### config.mk
export PLATFORM = sky130hd
export DESIGN_NAME = rxq_uart
export DESIGN_NICKNAME = d
export VERILOG_FILES = /design/src/rtl/rxq_pkg.sv /design/src/rtl/rxq_sync.sv /design/src/rtl/rxq_frame.sv /design/src/rtl/rxq_fifo.sv /design/src/rtl/rxq_uart.sv
export SDC_FILE = /design/constraint.sdc
export NUM_CORES = 1
export LEC_CHECK = 0
export ABC_AREA = 0
export BUFFER_PORTS_ARGS = -buffer_cell sky130_fd_sc_hd__buf_2
export CAP_MARGIN = 20
export CELL_PAD_IN_SITES_DETAIL_PLACEMENT = 0
export CELL_PAD_IN_SITES_GLOBAL_PLACEMENT = 2
export CORE_MARGIN = 3
export CORE_UTILIZATION = 35
export DETAILED_ROUTE_END_ITERATION = 7
export PLACE_DENSITY = 0.67
export SLEW_MARGIN = 10
export SYNTH_ARGS = -nofsm -noshare
export SYNTH_HDL_FRONTEND = slang
export SYNTH_HIERARCHICAL = 1
export SYNTH_SLANG_ARGS = --single-unit
### constraint.sdc
create_clock -name clk -period 3.7 [get_ports clk]
set_clock_uncertainty 0.05 [all_clocks]
set_input_delay 0.37 -clock clk [delete_from_list [all_inputs] [get_ports clk]]
set_output_delay 0.37 -clock clk [all_outputs]
set_load 0.01 [all_outputs]
### src/rtl/rxq_pkg.sv
package rxq_pkg;

    typedef struct packed {
        logic       perr;
        logic       ferr;
        logic [7:0] data;
    } rxq_word_t;

    typedef struct packed {
        logic x1;
        logic eight;
        logic par_en;
        logic odd;
        logic two_stop;
    } rxq_fmt_t;

    typedef enum logic [2:0] {
        ST_IDLE,
        ST_START,
        ST_DATA,
        ST_PAR,
        ST_STOP1,
        ST_STOP2
    } rxq_state_e;

endpackage

### src/rtl/rxq_sync.sv
module rxq_sync #(
    parameter int STAGES = 2
) (
    input  logic clk,
    input  logic rst_n,
    input  logic line_i,
    input  logic bclk_i,
    output logic line_s_o,
    output logic bclk_rise_o
);
    logic [STAGES-1:0] line_sr;
    logic [STAGES:0]   bclk_sr;

    for (genvar g = 0; g <= STAGES; g++) begin : g_stage
        if (g == 0) begin : g_first
            always_ff @(posedge clk or negedge rst_n) begin
                if (!rst_n) begin
                    line_sr[0] <= 1'b1;
                    bclk_sr[0] <= 1'b0;
                end else begin
                    line_sr[0] <= line_i;
                    bclk_sr[0] <= bclk_i;
                end
            end
        end else if (g < STAGES) begin : g_mid
            always_ff @(posedge clk or negedge rst_n) begin
                if (!rst_n) begin
                    line_sr[g] <= 1'b1;
                    bclk_sr[g] <= 1'b0;
                end else begin
                    line_sr[g] <= line_sr[g-1];
                    bclk_sr[g] <= bclk_sr[g-1];
                end
            end
        end else begin : g_edge
            always_ff @(posedge clk or negedge rst_n) begin
                if (!rst_n) bclk_sr[g] <= 1'b0;
                else        bclk_sr[g] <= bclk_sr[g-1];
            end
        end
    end

    assign line_s_o    = line_sr[STAGES-1];
    assign bclk_rise_o = bclk_sr[STAGES-1] & ~bclk_sr[STAGES];
endmodule

### src/rtl/rxq_frame.sv
module rxq_frame
    import rxq_pkg::*;
#(
    parameter int OSR = 16
) (
    input  logic      clk,
    input  logic      rst_n,
    input  logic      active_i,
    input  logic      line_i,
    input  logic      tick_i,
    input  logic      rise_i,
    input  rxq_fmt_t  fmt_i,
    output logic      push_o,
    output rxq_word_t word_o
);
    localparam int CNTW = $clog2(OSR);
    localparam logic [CNTW-1:0] CNT_LAST = CNTW'(OSR - 1);
    localparam logic [CNTW-1:0] CNT_MID  = CNTW'(OSR / 2 - 1);

    rxq_state_e     st_q, st_d;
    logic [CNTW-1:0] cnt_q, cnt_d;
    logic [2:0]     nb_q, nb_d;
    logic [7:0]     sh_q, sh_d;
    logic           acc_q, acc_d;
    logic           perr_q, perr_d;
    logic           ferr_q, ferr_d;
    rxq_fmt_t       fmt_q, fmt_d;

    logic       samp;
    logic [2:0] last_bit;
    logic       in_frame;

    assign samp     = fmt_q.x1 ? rise_i : (tick_i && (cnt_q == CNT_LAST));
    assign last_bit = fmt_q.eight ? 3'd7 : 3'd6;
    assign in_frame = (st_q == ST_DATA) || (st_q == ST_PAR) ||
                      (st_q == ST_STOP1) || (st_q == ST_STOP2);

    // state register
    always_ff @(posedge clk or negedge rst_n) begin
        if (!rst_n) begin
            st_q   <= ST_IDLE;
            cnt_q  <= '0;
            nb_q   <= '0;
            sh_q   <= '0;
            acc_q  <= 1'b0;
            perr_q <= 1'b0;
            ferr_q <= 1'b0;
            fmt_q  <= '0;
        end else begin
            st_q   <= st_d;
            cnt_q  <= cnt_d;
            nb_q   <= nb_d;
            sh_q   <= sh_d;
            acc_q  <= acc_d;
            perr_q <= perr_d;
            ferr_q <= ferr_d;
            fmt_q  <= fmt_d;
        end
    end

    // next state
    always_comb begin
        st_d   = st_q;
        cnt_d  = cnt_q;
        nb_d   = nb_q;
        sh_d   = sh_q;
        acc_d  = acc_q;
        perr_d = perr_q;
        ferr_d = ferr_q;
        fmt_d  = fmt_q;
        if (in_frame && tick_i) cnt_d = cnt_q + 1'b1;
        if (!active_i) begin
            st_d = ST_IDLE;
        end else begin
            unique case (st_q)
                ST_IDLE: begin
                    cnt_d  = '0;
                    nb_d   = '0;
                    acc_d  = 1'b0;
                    perr_d = 1'b0;
                    ferr_d = 1'b0;
                    fmt_d  = fmt_i;
                    if (!fmt_i.x1 && tick_i && !line_i)
                        st_d = ST_START;
                    else if (fmt_i.x1 && rise_i && !line_i)
                        st_d = ST_DATA;
                end
                ST_START: begin
                    if (tick_i) begin
                        if (cnt_q == CNT_MID) begin
                            cnt_d = '0;
                            st_d  = line_i ? ST_IDLE : ST_DATA;
                        end else begin
                            cnt_d = cnt_q + 1'b1;
                        end
                    end
                end
                ST_DATA: begin
                    if (samp) begin
                        sh_d  = {line_i, sh_q[7:1]};
                        acc_d = acc_q ^ line_i;
                        nb_d  = nb_q + 1'b1;
                        if (nb_q == last_bit)
                            st_d = fmt_q.par_en ? ST_PAR : ST_STOP1;
                    end
                end
                ST_PAR: begin
                    if (samp) begin
                        perr_d = acc_q ^ line_i ^ fmt_q.odd;
                        st_d   = ST_STOP1;
                    end
                end
                ST_STOP1: begin
                    if (samp) begin
                        ferr_d = ~line_i;
                        st_d   = fmt_q.two_stop ? ST_STOP2 : ST_IDLE;
                    end
                end
                ST_STOP2: begin
                    if (samp) begin
                        ferr_d = ferr_q | ~line_i;
                        st_d   = ST_IDLE;
                    end
                end
                default: st_d = ST_IDLE;
            endcase
        end
    end

    // outputs
    always_comb begin
        push_o      = 1'b0;
        word_o.perr = perr_q;
        word_o.ferr = ferr_q;
        word_o.data = fmt_q.eight ? sh_q : {1'b0, sh_q[7:1]};
        if (active_i && samp) begin
            unique case (st_q)
                ST_STOP1: begin
                    push_o      = ~fmt_q.two_stop;
                    word_o.ferr = ~line_i;
                end
                ST_STOP2: begin
                    push_o      = 1'b1;
                    word_o.ferr = ferr_q | ~line_i;
                end
                default: push_o = 1'b0;
            endcase
        end
    end
endmodule

### src/rtl/rxq_fifo.sv
module rxq_fifo
    import rxq_pkg::*;
#(
    parameter int DEPTH = 8
) (
    input  logic                       clk,
    input  logic                       rst_n,
    input  logic                       flush_i,
    input  logic                       push_i,
    input  rxq_word_t                  word_i,
    input  logic                       pop_i,
    output rxq_word_t                  word_o,
    output logic [$clog2(DEPTH+1)-1:0] level_o,
    output logic                       ovr_o
);
    localparam int AW = $clog2(DEPTH);
    localparam int CW = $clog2(DEPTH + 1);
    localparam logic [CW-1:0] LVL_FULL = CW'(DEPTH);

    rxq_word_t       mem [DEPTH];
    logic [AW-1:0]   wptr_q, rptr_q;
    logic [CW-1:0]   cnt_q;
    logic            ovr_q;
    logic            full, empty, do_push, do_pop;

    assign full    = (cnt_q == LVL_FULL);
    assign empty   = (cnt_q == '0);
    assign do_push = push_i && !full;
    assign do_pop  = pop_i && !empty;

    always_ff @(posedge clk) begin
        if (do_push && !flush_i) mem[wptr_q] <= word_i;
    end

    always_ff @(posedge clk or negedge rst_n) begin
        if (!rst_n) begin
            wptr_q <= '0;
            rptr_q <= '0;
            cnt_q  <= '0;
            ovr_q  <= 1'b0;
        end else if (flush_i) begin
            wptr_q <= '0;
            rptr_q <= '0;
            cnt_q  <= '0;
            ovr_q  <= 1'b0;
        end else begin
            if (do_push) wptr_q <= wptr_q + 1'b1;
            if (do_pop)  rptr_q <= rptr_q + 1'b1;
            if (do_push && !do_pop)      cnt_q <= cnt_q + 1'b1;
            else if (do_pop && !do_push) cnt_q <= cnt_q - 1'b1;
            if (push_i && full) ovr_q <= 1'b1;
            else if (do_pop)    ovr_q <= 1'b0;
        end
    end

    assign word_o  = empty ? '0 : mem[rptr_q];
    assign level_o = cnt_q;
    assign ovr_o   = ovr_q;
endmodule

### src/rtl/rxq_uart.sv
module rxq_uart
    import rxq_pkg::*;
#(
    parameter int DEPTH  = 8,
    parameter int OSR    = 16,
    parameter int STAGES = 2
) (
    input  logic                       clk,
    input  logic                       rst_n,
    input  logic                       line_i,
    input  logic                       tick16_i,
    input  logic                       bitclk_i,
    input  logic                       blk_en_i,
    input  logic                       rx_en_i,
    input  logic                       mode_1x_i,
    input  logic                       par_en_i,
    input  logic                       par_odd_i,
    input  logic                       two_stop_i,
    input  logic                       eight_bit_i,
    input  logic                       ie_full_i,
    input  logic                       ie_half_i,
    input  logic                       ie_ready_i,
    input  logic                       rd_i,
    output logic [9:0]                 rd_data_o,
    output logic                       rd_valid_o,
    output logic [$clog2(DEPTH+1)-1:0] level_o,
    output logic                       full_o,
    output logic                       half_o,
    output logic                       overrun_o,
    output logic                       irq_o
);
    localparam int CW = $clog2(DEPTH + 1);
    localparam logic [CW-1:0] LVL_FULL = CW'(DEPTH);
    localparam logic [CW-1:0] LVL_HALF = CW'(DEPTH / 2);

    logic      active, line_s, rise, push;
    rxq_fmt_t  fmt;
    rxq_word_t word_in, word_out;
    logic [CW-1:0] level;

    assign active = blk_en_i & rx_en_i;
    assign fmt    = '{x1: mode_1x_i, eight: eight_bit_i, par_en: par_en_i,
                      odd: par_odd_i, two_stop: two_stop_i};

    rxq_sync #(.STAGES(STAGES)) u_sync (
        .clk         (clk),
        .rst_n       (rst_n),
        .line_i      (line_i),
        .bclk_i      (bitclk_i),
        .line_s_o    (line_s),
        .bclk_rise_o (rise)
    );

    rxq_frame #(.OSR(OSR)) u_frame (
        .clk      (clk),
        .rst_n    (rst_n),
        .active_i (active),
        .line_i   (line_s),
        .tick_i   (tick16_i),
        .rise_i   (rise),
        .fmt_i    (fmt),
        .push_o   (push),
        .word_o   (word_in)
    );

    rxq_fifo #(.DEPTH(DEPTH)) u_fifo (
        .clk     (clk),
        .rst_n   (rst_n),
        .flush_i (~active),
        .push_i  (push),
        .word_i  (word_in),
        .pop_i   (rd_i),
        .word_o  (word_out),
        .level_o (level),
        .ovr_o   (overrun_o)
    );

    assign rd_data_o  = word_out;
    assign level_o    = level;
    assign rd_valid_o = (level != '0);
    assign full_o     = (level == LVL_FULL);
    assign half_o     = (level >= LVL_HALF);
    assign irq_o      = (full_o & ie_full_i) | (half_o & ie_half_i) |
                        (rd_valid_o & ie_ready_i);
endmodule

* After elaboration in Yosys (flattened, before gate mapping)
Memory sizes are Yosys's and may differ from the RTL's.
Cells that the tools add are included.
W data, S select, Z words.
** Word-level totals
- Register bits after elaboration :: 42
- RAM bits :: 80
- Input bits :: 16
- Output and inout port bits :: 19
- Logic and storage cells :: 149
- Memories kept :: 1
** Cells by class
- $add $sub $neg :: 6
- Order comparisons :: 1
- Equality and inequality tests :: 25
- Mux-type cells :: 48
- Bitwise logic cells :: 13
- Reduce and logical (&&, ||, !) cells :: 34
** Memories
- u_fifo.mem :: words 8, bits a word 10, read ports 1, clocked after Yosys merged registers in 0, write ports 1, line rxq_fifo.sv:20 : rxq_word_t mem [DEPTH];
** Operator list (count)
- $mux W3 :: 17
- $mux W4 :: 7
- $ne A3 B3 Y1 const B :: 7
- $pmux W3 S6 :: 1
- $logic_and A1 B1 Y1 :: 13
- $mux W1 :: 13
- $ne A2 B1 Y1 const B :: 6
- $mux W10 :: 1
- $add A3 B1 Y3 const B :: 3
- $reduce_and A3 Y1 :: 3
- $add A4 B1 Y4 const B :: 2
- $eq A4 B4 Y1 const B :: 2
- $mux W8 :: 1
- $pmux W1 S2 :: 4
- $pmux W4 S2 :: 1
- $reduce_and A8 Y1 :: 1
- $eq A3 B2 Y1 const B :: 2
- $eq A3 B3 Y1 const B :: 2
- $logic_not A1 Y1 :: 6
- $ne A3 B1 Y1 const B :: 2
- $pmux W3 S2 :: 1
- $and A1 B1 Y1 :: 5
- $eq A4 B3 Y1 const B :: 1
- $ge A4 B3 Y1 const B :: 1
- other kinds (17) :: 25

* Depth between registers and ports, before layout
Gate-level depths: netlist of run 1.
- Depth in word-level cells :: 11
- Depth in mapped cells :: 13
- Mapped depth without buffers :: 11

* Hierarchy
The synthesis of run 1 kept the hierarchy.
** By module, submodules not included
- rxq_fifo :: times used 1, cells each 210, area each 3799.9 µm², seq. area each 2677.6 µm²
- rxq_frame :: times used 1, cells each 160, area each 1706.6 µm², seq. area each 650.6 µm²
- rxq_sync :: times used 1, cells each 6, area each 141.4 µm², seq. area each 127.6 µm²
- rxq_uart :: times used 1, cells each 8, area each 58.8 µm², seq. area each 0.0 µm²

* Least setup slack after synthesis of run 1
OpenSTA, ideal clock, no wires.
- Kind :: flip-flop to flip-flop
- Start :: register u_frame.cnt_q[0]
- End :: memory u_fifo/mem[0][0] (netlist name), enable pin
- Library setup time :: 0.390 ns
- Arrival time :: 2.485 ns
- Required time :: 3.260 ns
- Slack :: 0.775 ns
- Cell stages (with the launch flop) :: 10
- Buffers on the path :: 1
- Period minus slack after synthesis :: 2.925 ns
- Path through :: dfrtp_1 -> ha_1 -> nand4_4 -> o21ai_4 -> nand3_1 -> a21oi_1 -> buf_2 -> and3b_1 -> nand2b_1 -> nor3_1
** On the way
- Word-level cells in the longest chain between the ends :: 9
** RTL lines
- from (decl) :: line rxq_frame.sv:21 : logic [CNTW-1:0] cnt_q, cnt_d;
- from (signal assigned) :: line rxq_frame.sv:51 : cnt_q <= cnt_d;
- $eq A4 B4 Y1 :: line rxq_frame.sv:33 : assign samp = fmt_q.x1 ? rise_i : (tick_i && (cnt_q == CNT_LAST));
- $logic_and A1 B1 Y1 :: line rxq_frame.sv:33
- $mux W1 :: line rxq_frame.sv:33
- $logic_and A1 B1 Y1 :: line rxq_frame.sv:136 : if (active_i && samp) begin
- $mux W1 :: line rxq_frame.sv:136
- net push :: line rxq_uart.sv:36 : logic active, line_s, rise, push;
- $logic_and A1 B1 Y1 :: line rxq_fifo.sv:28 : assign do_push = push_i && !full;
- $logic_and A1 B1 Y1 :: line rxq_fifo.sv:32 : if (do_push && !flush_i) mem[wptr_q] <= word_i;
- $mux W1 :: line rxq_fifo.sv:32
- $mux W1 (implied by the code) :: line rxq_fifo.sv:32
- to (decl) :: line rxq_fifo.sv:20
The timed path passes the listed nets, and every way through them passes these cells.

* Worst setup path after layout of run 1
- Start :: register u_frame.cnt_q[0]
- End :: register u_fifo.cnt_q[3], in the netlist u_fifo/level_o[3]
** On the way
- Word-level cells in the longest chain between the ends :: 9
- Elaborated cells on any way between the ends :: 12
- Classes of those cells :: 2 x eq/ne; 4 x mux; 6 x reduce/logical
** RTL lines
- $eq A4 B4 Y1 * :: line rxq_frame.sv:33
- $logic_and A1 B1 Y1 * :: line rxq_frame.sv:33
- $mux W1 * :: line rxq_frame.sv:33
- $logic_and A1 B1 Y1 * :: line rxq_frame.sv:136
- $mux W1 * :: line rxq_frame.sv:136
- net push :: line rxq_uart.sv:36
- $logic_and A1 B1 Y1 * :: line rxq_fifo.sv:28
- $logic_not A1 Y1 / $logic_and A1 B1 Y1 (equally long branches) :: line rxq_fifo.sv:50, rxq_fifo.sv:49
- $logic_and A1 B1 Y1 / $mux W4 (equally long branches) :: line rxq_fifo.sv:50, rxq_fifo.sv:49
- $ne A3 B1 Y1 (no line) / $mux W4 (equally long branches)
- to (signal assigned) :: line rxq_fifo.sv:49 : if (do_push && !do_pop) cnt_q <= cnt_q + 1'b1;
- to (signal assigned) :: line rxq_fifo.sv:50 : else if (do_pop && !do_push) cnt_q <= cnt_q - 1'b1;
- to (decl) :: line rxq_fifo.sv:22 : logic [CW-1:0] cnt_q;
Mark *: on every way through the listed nets, which the timed path passes. The rest lies on a longest branch.
A chain may end at the register's enable or synchronous reset.

==> summary.txt, run 1 <==
Run status
  – Status: finished, final reports clean

Critical path
  – Worst reg2reg startpoint: u_frame/cnt_q[0]
  – RR Endpoint: u_fifo/level_o[3]
  – Worst Path Arrival: 3390 ps
  – Slowest Stage Delay on Critical Path: 420 ps
  – Cell mode on critical path: ha_1
  – Worst reg-to-reg setup slack: 560 ps
  – Reg2Reg Depth: 12
  – Crit path kind: flop to flop
  – CP Launch Type: flop
  – Crit path max fanout: 10
  – CP max stage cell: a2111oi_0
  – Worst path cell trace: ha_1 > nand4_4 > o21ai_4 > nand3_1 > a21oi_1 > buf_4 > nand3_2 > ha_1 > a21o_1 > a2111oi_0 > mux2i_1 > o311ai_1
  – Required @ worst endpoint: 3950 ps
  – Crit end category: flop

Cells and area
  – # fillers: 1455
  – Commonest non-fill, non-tap cell in the layout: edfxtp_1
  – Final net count: 463
  – Most frequent cells in the layout: 80 x edfxtp_1, 40 x dfrtp_1, 34 x buf_2, 33 x nor2_1, 22 x nand2_1
  – Area added between synthesis and finish: 19.6%
  – Fin area: 0.00682 mm²
  – Antenna diodes: 0
  – Share of layout cells above drive strength 1: 0.320

Yosys
  – Register area share after synthesis: 0.606
  – Yosys cell types: 69
  – Syn avg cell area: 14.9 µm²
  – Yosys reg bits: 122
  – Mapped Cells: 384
  – YS warnings: 6
  – Main synth FF type: edfxtp_1
  – Cell area after synthesis: 0.00571 mm²
  – Ys async rst share: 0.344
  – Mapped Nets: 407
  – EDFF count, synth: 80

Global route
  – Vias in the first global route: 3513
  – Global-route wire length before repair: 19.3 mm
  – Total GRT Usage: 0.140
  – Total gr overflow: 0
  – Antenna violations before repair: 0
  – Largest net degree at the start of global routing: 43

STA
  – Min Hold Slack: 116 ps
  – Slew HR: 0.456
  – Max Clock Freq: 319 MHz
  – RSZ-0062 raised after global routing: false
  – Final count of negative-setup-slack endpoints: 0
  – Slew @ Worst Pin: 817 ps
  – Post-layout min period: 3140 ps
  – Max-slew violation count: 0
  – Period utilisation layout: 0.848
  – Setup_tns: 0 ps
  – Final hold vios: 0

Floorplanning
  – Core box area: 0.0159 mm²
  – Die width: 134 µm
  – Number of I/O pins: 35
  – Total die area: 0.0179 mm²
  – Initial Util: 0.358
  – Row count: 46
  – Die Ht: 134 µm

Drt
  – Post-route DRC: 0
  – Via count: 3355
  – Drt wl/cell: 17.3 µm
  – Vias per inst: 5.01
  – Drt pass-1 iters: 4
  – WL final: 11.6 mm
  – Post-route ant nets: 0
  – 1st-iter DRT viols: 258

Clock tree
  – CTS sink cnt: 122
  – Post-CTS setup buffer count: 0
  – Post-CTS Hold Buffers: 2
  – PostCTS Resize Cnt: 0
  – CTS Buf Count: 17
  – Worst-Skew Late Latency: 410 ps
  – Maximum clock path buffer count: 2
  – CTS Root Cell: clkbuf_16
  – H-Tree Level Count: 4
  – Clk slew on worst S/H paths: 60 ps
  – TritonCTS clock tree: done

Power and ir drop
  – P per Cell Area: 479 mW/mm²
  – Power, Total: 3.27 mW
  – LEAKAGE: 2.59 nW
  – Max VDD drop: 0.284 mV

Placed design
  – HPWL after detailed placement: 7.69 mm
  – Final Wtd Congestion: 0.794
  – Placement-stage cell area: 0.00617 mm²
  – Port bufs: 34

Worst hold path
  – Hold Startpoint: par_en_i
  – Hold endpoint: u_frame/fmt_q[2]
  – Worst Hold Class: input port to flop
  – Hold Path Depth: 3

Run
  – MaxCap Viol Count: 0
## cells in the mapped netlist, drive strengths merged (7+ instances only)
master,count,area [µm²]
mux2i,20,200
nor2b,9,66.3
a21oi,9,45.0
nor2,33,124
buf,16,104
mux4,20,450
inv,10,37.5
dfrtp,40,1000
mux2,21,263
nand3,7,52.6
nand2,22,82.6
edfxtp,80,2400
## logic make-up (layout without fill, tap and decap cells)
group / after synthesis / in the layout / share of synthesized area
flops: 122 / 122 / 0.606
buf+inv: 31 / 100 / 0.0281
fa+ha+maj: 7 / 7 / 0.0167
xor+xnor: 12 / 12 / 0.0184
compound gates: 48 / 48 / 0.0686
simple gates: 103 / 103 / 0.103
mux: 61 / 61 / 0.160
## state kept, by name, summed over array words and instances, names as in the netlist
| register | flops |
|---|---|
| u_frame/st_q | 3 |
| u_sync/bclk_sr | 3 |
| u_frame/acc_q | 1 |
| u_frame/nb_q | 3 |
| u_frame/sh_q | 8 |
| u_fifo/wptr_q | 3 |
| u_fifo/rptr_q | 3 |
| u_fifo/ovr_o | 1 |
| u_sync/line_s_o | 1 |
| u_frame/ferr_q | 1 |
| u_frame/cnt_q | 4 |
| u_sync/line_sr | 1 |
| u_fifo/level_o | 4 |
| u_frame/perr_q | 1 |
| u_fifo/mem | 80 |
| u_frame/fmt_q | 5 |
## per-layer routing
metal | part of all wire | up-vias | GRT usage | routed length (µm)
met1 | 0.47 | 1694 | 0.187 | 5460
met2 | 0.49 | 59 | 0.224 | 5630
li1 | - | 1590 | - | -
met4 | 0.011 | 0 | 0.0434 | 131
met3 | 0.032 | 12 | 0.0366 | 369
met5 | 0 | - | 0 | 0
## cell type report
class	instances	area, µm²	area share
multi-input cells	231	2090	0.306
flip-flops and latches	122	3460	0.507
repair buffers	58	370	0.0543
clock buffers	17	425	0.0624
clock inverters	15	173	0.0253
well taps	216	270	0.0396
inverters	10	37.5	0.00550
## worst max-delay path by stage
stage	startpoint	end	slack, ps	depth (start not counted)
floorplan	u_frame/cnt_q[0]	u_fifo/mem[0][0]	770	9
global placement	u_frame/cnt_q[0]	u_fifo/level_o[3]	790	12
detailed placement	u_frame/cnt_q[0]	u_fifo/level_o[3]	590	12
CTS	u_frame/cnt_q[0]	u_fifo/level_o[3]	560	12
global route	u_frame/cnt_q[0]	u_fifo/level_o[3]	250	12
finish	u_frame/cnt_q[0]	u_fifo/level_o[3]	560	12
## through the flow
stage                     utilization  instances  setup WS, ps
after detailed placement        0.387        633           587
final                           0.428        669           564
after global placement          0.387        633           789
after floorplan                     -        384           775
after global routing            0.428        669           251
after CTS                       0.426        667           563
## critical path: cells and delay by family (launching register included)
family	cells	cell delay, ps
AOI/OAI and AO/OA	5	1170
adders and majority gates	2	620
buffers and inverters	1	190
DFF	1	410
muxes	1	150
and+or+nand+nor	3	440
## power breakdown
part	leakage [nW]	internal [mW]	switching [mW]
clock network	0.281	1.06	0.614
registers	1.30	1.46	0.0239
logic	1.01	0.0510	0.0584
Power figures use the tool's default switching activity.
==> inputs of run 2 (changes only) <==
==> constraint.sdc (replaced) <==
create_clock -name clk -period 3.3 [get_ports clk]
set_clock_uncertainty 0.05 [all_clocks]
set_input_delay 0.33 -clock clk [delete_from_list [all_inputs] [get_ports clk]]
set_output_delay 0.33 -clock clk [all_outputs]
set_load 0.01 [all_outputs]
==> run 2 against run 1 <==
Sequential power grew 11%; design area shrank 0.11%; utilization is essentially flat; first-iteration DRC count shrank 12%; total power grew 11%; wire length shrank 2.3%; critical path depth shrank 1; combinational power grew 13%; hold slack lost 31 ps; via count shrank 1.1%; register-to-register slack lost 280 ps; cell count shrank 0.15%; critical path type unchanged.
==> summary.txt, run 2 (synthesis gave the netlist of run 1 again) <==
Run status
  – Status: finished, final reports clean (unchanged)

Clock tree
  – CTS Root Cell: clkbuf_16 (unchanged)
  – Maximum clock path buffer count: 2 (unchanged)
  – TritonCTS clock tree: done (unchanged)
  – PostCTS Resize Cnt: 0 (unchanged)
  – CTS sink cnt: 122 (unchanged)
  – H-Tree Level Count: 4 (unchanged)
  – CTS Buf Count: 17 (unchanged)
  – Worst-Skew Late Latency: 410 ps (about the same)
  – Clk slew on worst S/H paths: 60 ps (about the same)

Placed design
  – HPWL after detailed placement: 7.43 mm (was 7.69 mm)
  – Final Wtd Congestion: 0.759 (was 0.794)
  – Port bufs: 34 (unchanged)
  – Dpl cells: 632 (was 633)

STA
  – Setup_tns: 0 ps (unchanged)
  – Post-layout min period: 3010 ps (was 3140 ps)
  – Slew @ Worst Pin: 748 ps (was 817 ps)
  – RSZ-0062 raised after global routing: false (unchanged)
  – Period utilisation layout: 0.913 (was 0.848)
  – Slew HR: 0.502 (was 0.456)
  – Max-slew violation count: 0 (unchanged)
  – Final count of negative-setup-slack endpoints: 0 (unchanged)
  – Final hold vios: 0 (unchanged)
  – Max Clock Freq: 332 MHz (was 319 MHz)

Cells and area
  – Antenna diodes: 0 (unchanged)
  – Most frequent cells in the layout: 80 x edfxtp_1, 40 x dfrtp_1, 34 x buf_2, 33 x nor2_1, 22 x nand2_1 (unchanged)
  – Share of layout cells above drive strength 1: 0.321 (was 0.320)
  – Area added between synthesis and finish: 19.4% (was 19.6%)
  – Number of flip-flops in the largest register: 80 (unchanged)
  – Largest registers: u_fifo/mem (80), u_frame/sh_q (8), u_frame/fmt_q (5) (unchanged)
  – Final net count: 462 (was 463)
  – Commonest non-fill, non-tap cell in the layout: edfxtp_1 (unchanged)
  – Largest reg by FF count: u_fifo/mem (unchanged)
  – Fin cells: 668 (was 669)

Drt
  – Post-route DRC: 0 (unchanged)
  – Drt pass-1 iters: 4 (unchanged)
  – WL final: 11.3 mm (was 11.6 mm)
  – Drt wl/cell: 16.9 µm (was 17.3 µm)
  – Post-route ant nets: 0 (unchanged)
  – Via count: 3319 (was 3355)
  – Vias per inst: 4.97 (was 5.01)
  – 1st-iter DRT viols: 227 (was 258)

Power and ir drop
  – LEAKAGE: 2.59 nW (about the same)
  – P per Cell Area: 530 mW/mm² (was 479 mW/mm²)
  – Max VDD drop: 0.354 mV (was 0.284 mV)

Global route
  – Total gr overflow: 0 (unchanged)
  – Vias in the first global route: 3420 (was 3513)
  – Largest net degree at the start of global routing: 43 (unchanged)
  – Global-route wire length before repair: 18.6 mm (was 19.3 mm)
  – Total GRT Usage: 0.135 (was 0.140)
  – Antenna violations before repair: 0 (unchanged)

Critical path
  – Cell mode on critical path: ha_1 (unchanged)
  – CP Launch Type: flop (unchanged)
  – Crit path max fanout: 8 (was 10)
  – Worst path top cell family by delay: compound AO/OA/AOI/OAI gates (unchanged)
  – Worst path cell trace: ha_1 > nand4_4 > o21ai_4 > nand3_1 > a21oi_1 > nand3_2 > ha_1 > a21o_1 > a2111oi_0 > mux2i_1 > o311ai_1 (was ha_1 > nand4_4 > o21ai_4 > nand3_1 > a21oi_1 > buf_4 > nand3_2 > ha_1 > a21o_1 > a2111oi_0 > mux2i_1 > o311ai_1)
  – Critical path buffers and inverters: 0 (was 1)
  – Required @ worst endpoint: 3560 ps (was 3950 ps)
  – Slowest Stage Delay on Critical Path: 460 ps (was 420 ps)
  – Crit path kind: flop to flop (unchanged)
  – Crit end category: flop (unchanged)
  – CP max stage cell: a2111oi_0 (unchanged)
  – Worst Path Arrival: 3270 ps (was 3390 ps)

Run
  – MaxCap Viol Count: 0 (unchanged)

Floorplanning
  – Core box area: 0.0159 mm² (unchanged)
  – Total die area: 0.0179 mm² (unchanged)
  – Number of I/O pins: 35 (unchanged)
  – Die width: 134 µm (unchanged)
  – Die Ht: 134 µm (unchanged)
  – Initial Util: 0.358 (unchanged)
  – Row count: 46 (unchanged)

Worst hold path
  – Worst Hold Class: input port to flop (unchanged)
## run 2: final timing paths
path,from,to,slack (ps),cells after the start
worst min-delay path,par_en_i,u_frame/fmt_q[2],80,3
worst min register to register,u_sync/bclk_sr[0],u_sync/bclk_sr[1],300,0
worst max register to register,u_frame/cnt_q[0],u_fifo/level_o[3],290,11
min in group asynchronous,rst_n,u_frame/fmt_q[1],370,2
max in group asynchronous,rst_n,u_sync/line_s_o,2260,3
worst max-delay path,u_frame/cnt_q[0],u_fifo/level_o[3],290,11
## run 2: cell type report
class / count / area, µm²
Sequential cell: 122 / 3460
Timing Repair Buffer: 57 / 375
Tap cell: 216 / 270
Inverter: 10 / 37.5
Clock buffer: 17 / 425
Fill cell: 1471 / 9130
Clock inverter: 15 / 160
Multi-Input combinational cell: 231 / 2090
## run 2: tightest hold or removal path, cell delays in order
cell	delay [ps]
buf_2	70
nand2_1	30
o21ai_0	60
## run 2: power by group
group | switching [mW] | leakage (nW) | internal [mW]
logic | 0.0649 | 1.00 | 0.0582
registers | 0.0262 | 1.30 | 1.64
clock network | 0.703 | 0.287 | 1.12
total | 0.794 | 2.59 | 2.82
## run 2: metrics by stage
step           power [mW]  cell area, µm²  utilization  worst slack [ps]  hold WS [ps]
3_5_place_dp         1.81            6180        0.388               268           285
6_report             3.61            6820        0.427               287          85.0
2_1_floorplan        1.77            5710            -               375         -15.6
3_3_place_gp         1.81            6180        0.388               439           289
5_1_grt              3.75            6820        0.427              88.1          91.0
4_1_cts              3.66            6790        0.426               257          67.5
## run 2: repair_timing
item,CTS,global route
hold endpoints to repair,2,19
hold buffers,2,1
endpoints found under the setup margin,0,0
buffers inserted,0,0
## run 2: layer usage
metal	track usage	up-vias	wire (µm)
met2	0.216	50	5590
met5	0	-	0
met3	0.0302	15	330
li1	-	1586	-
met4	0.0503	0	153
met1	0.180	1668	5250
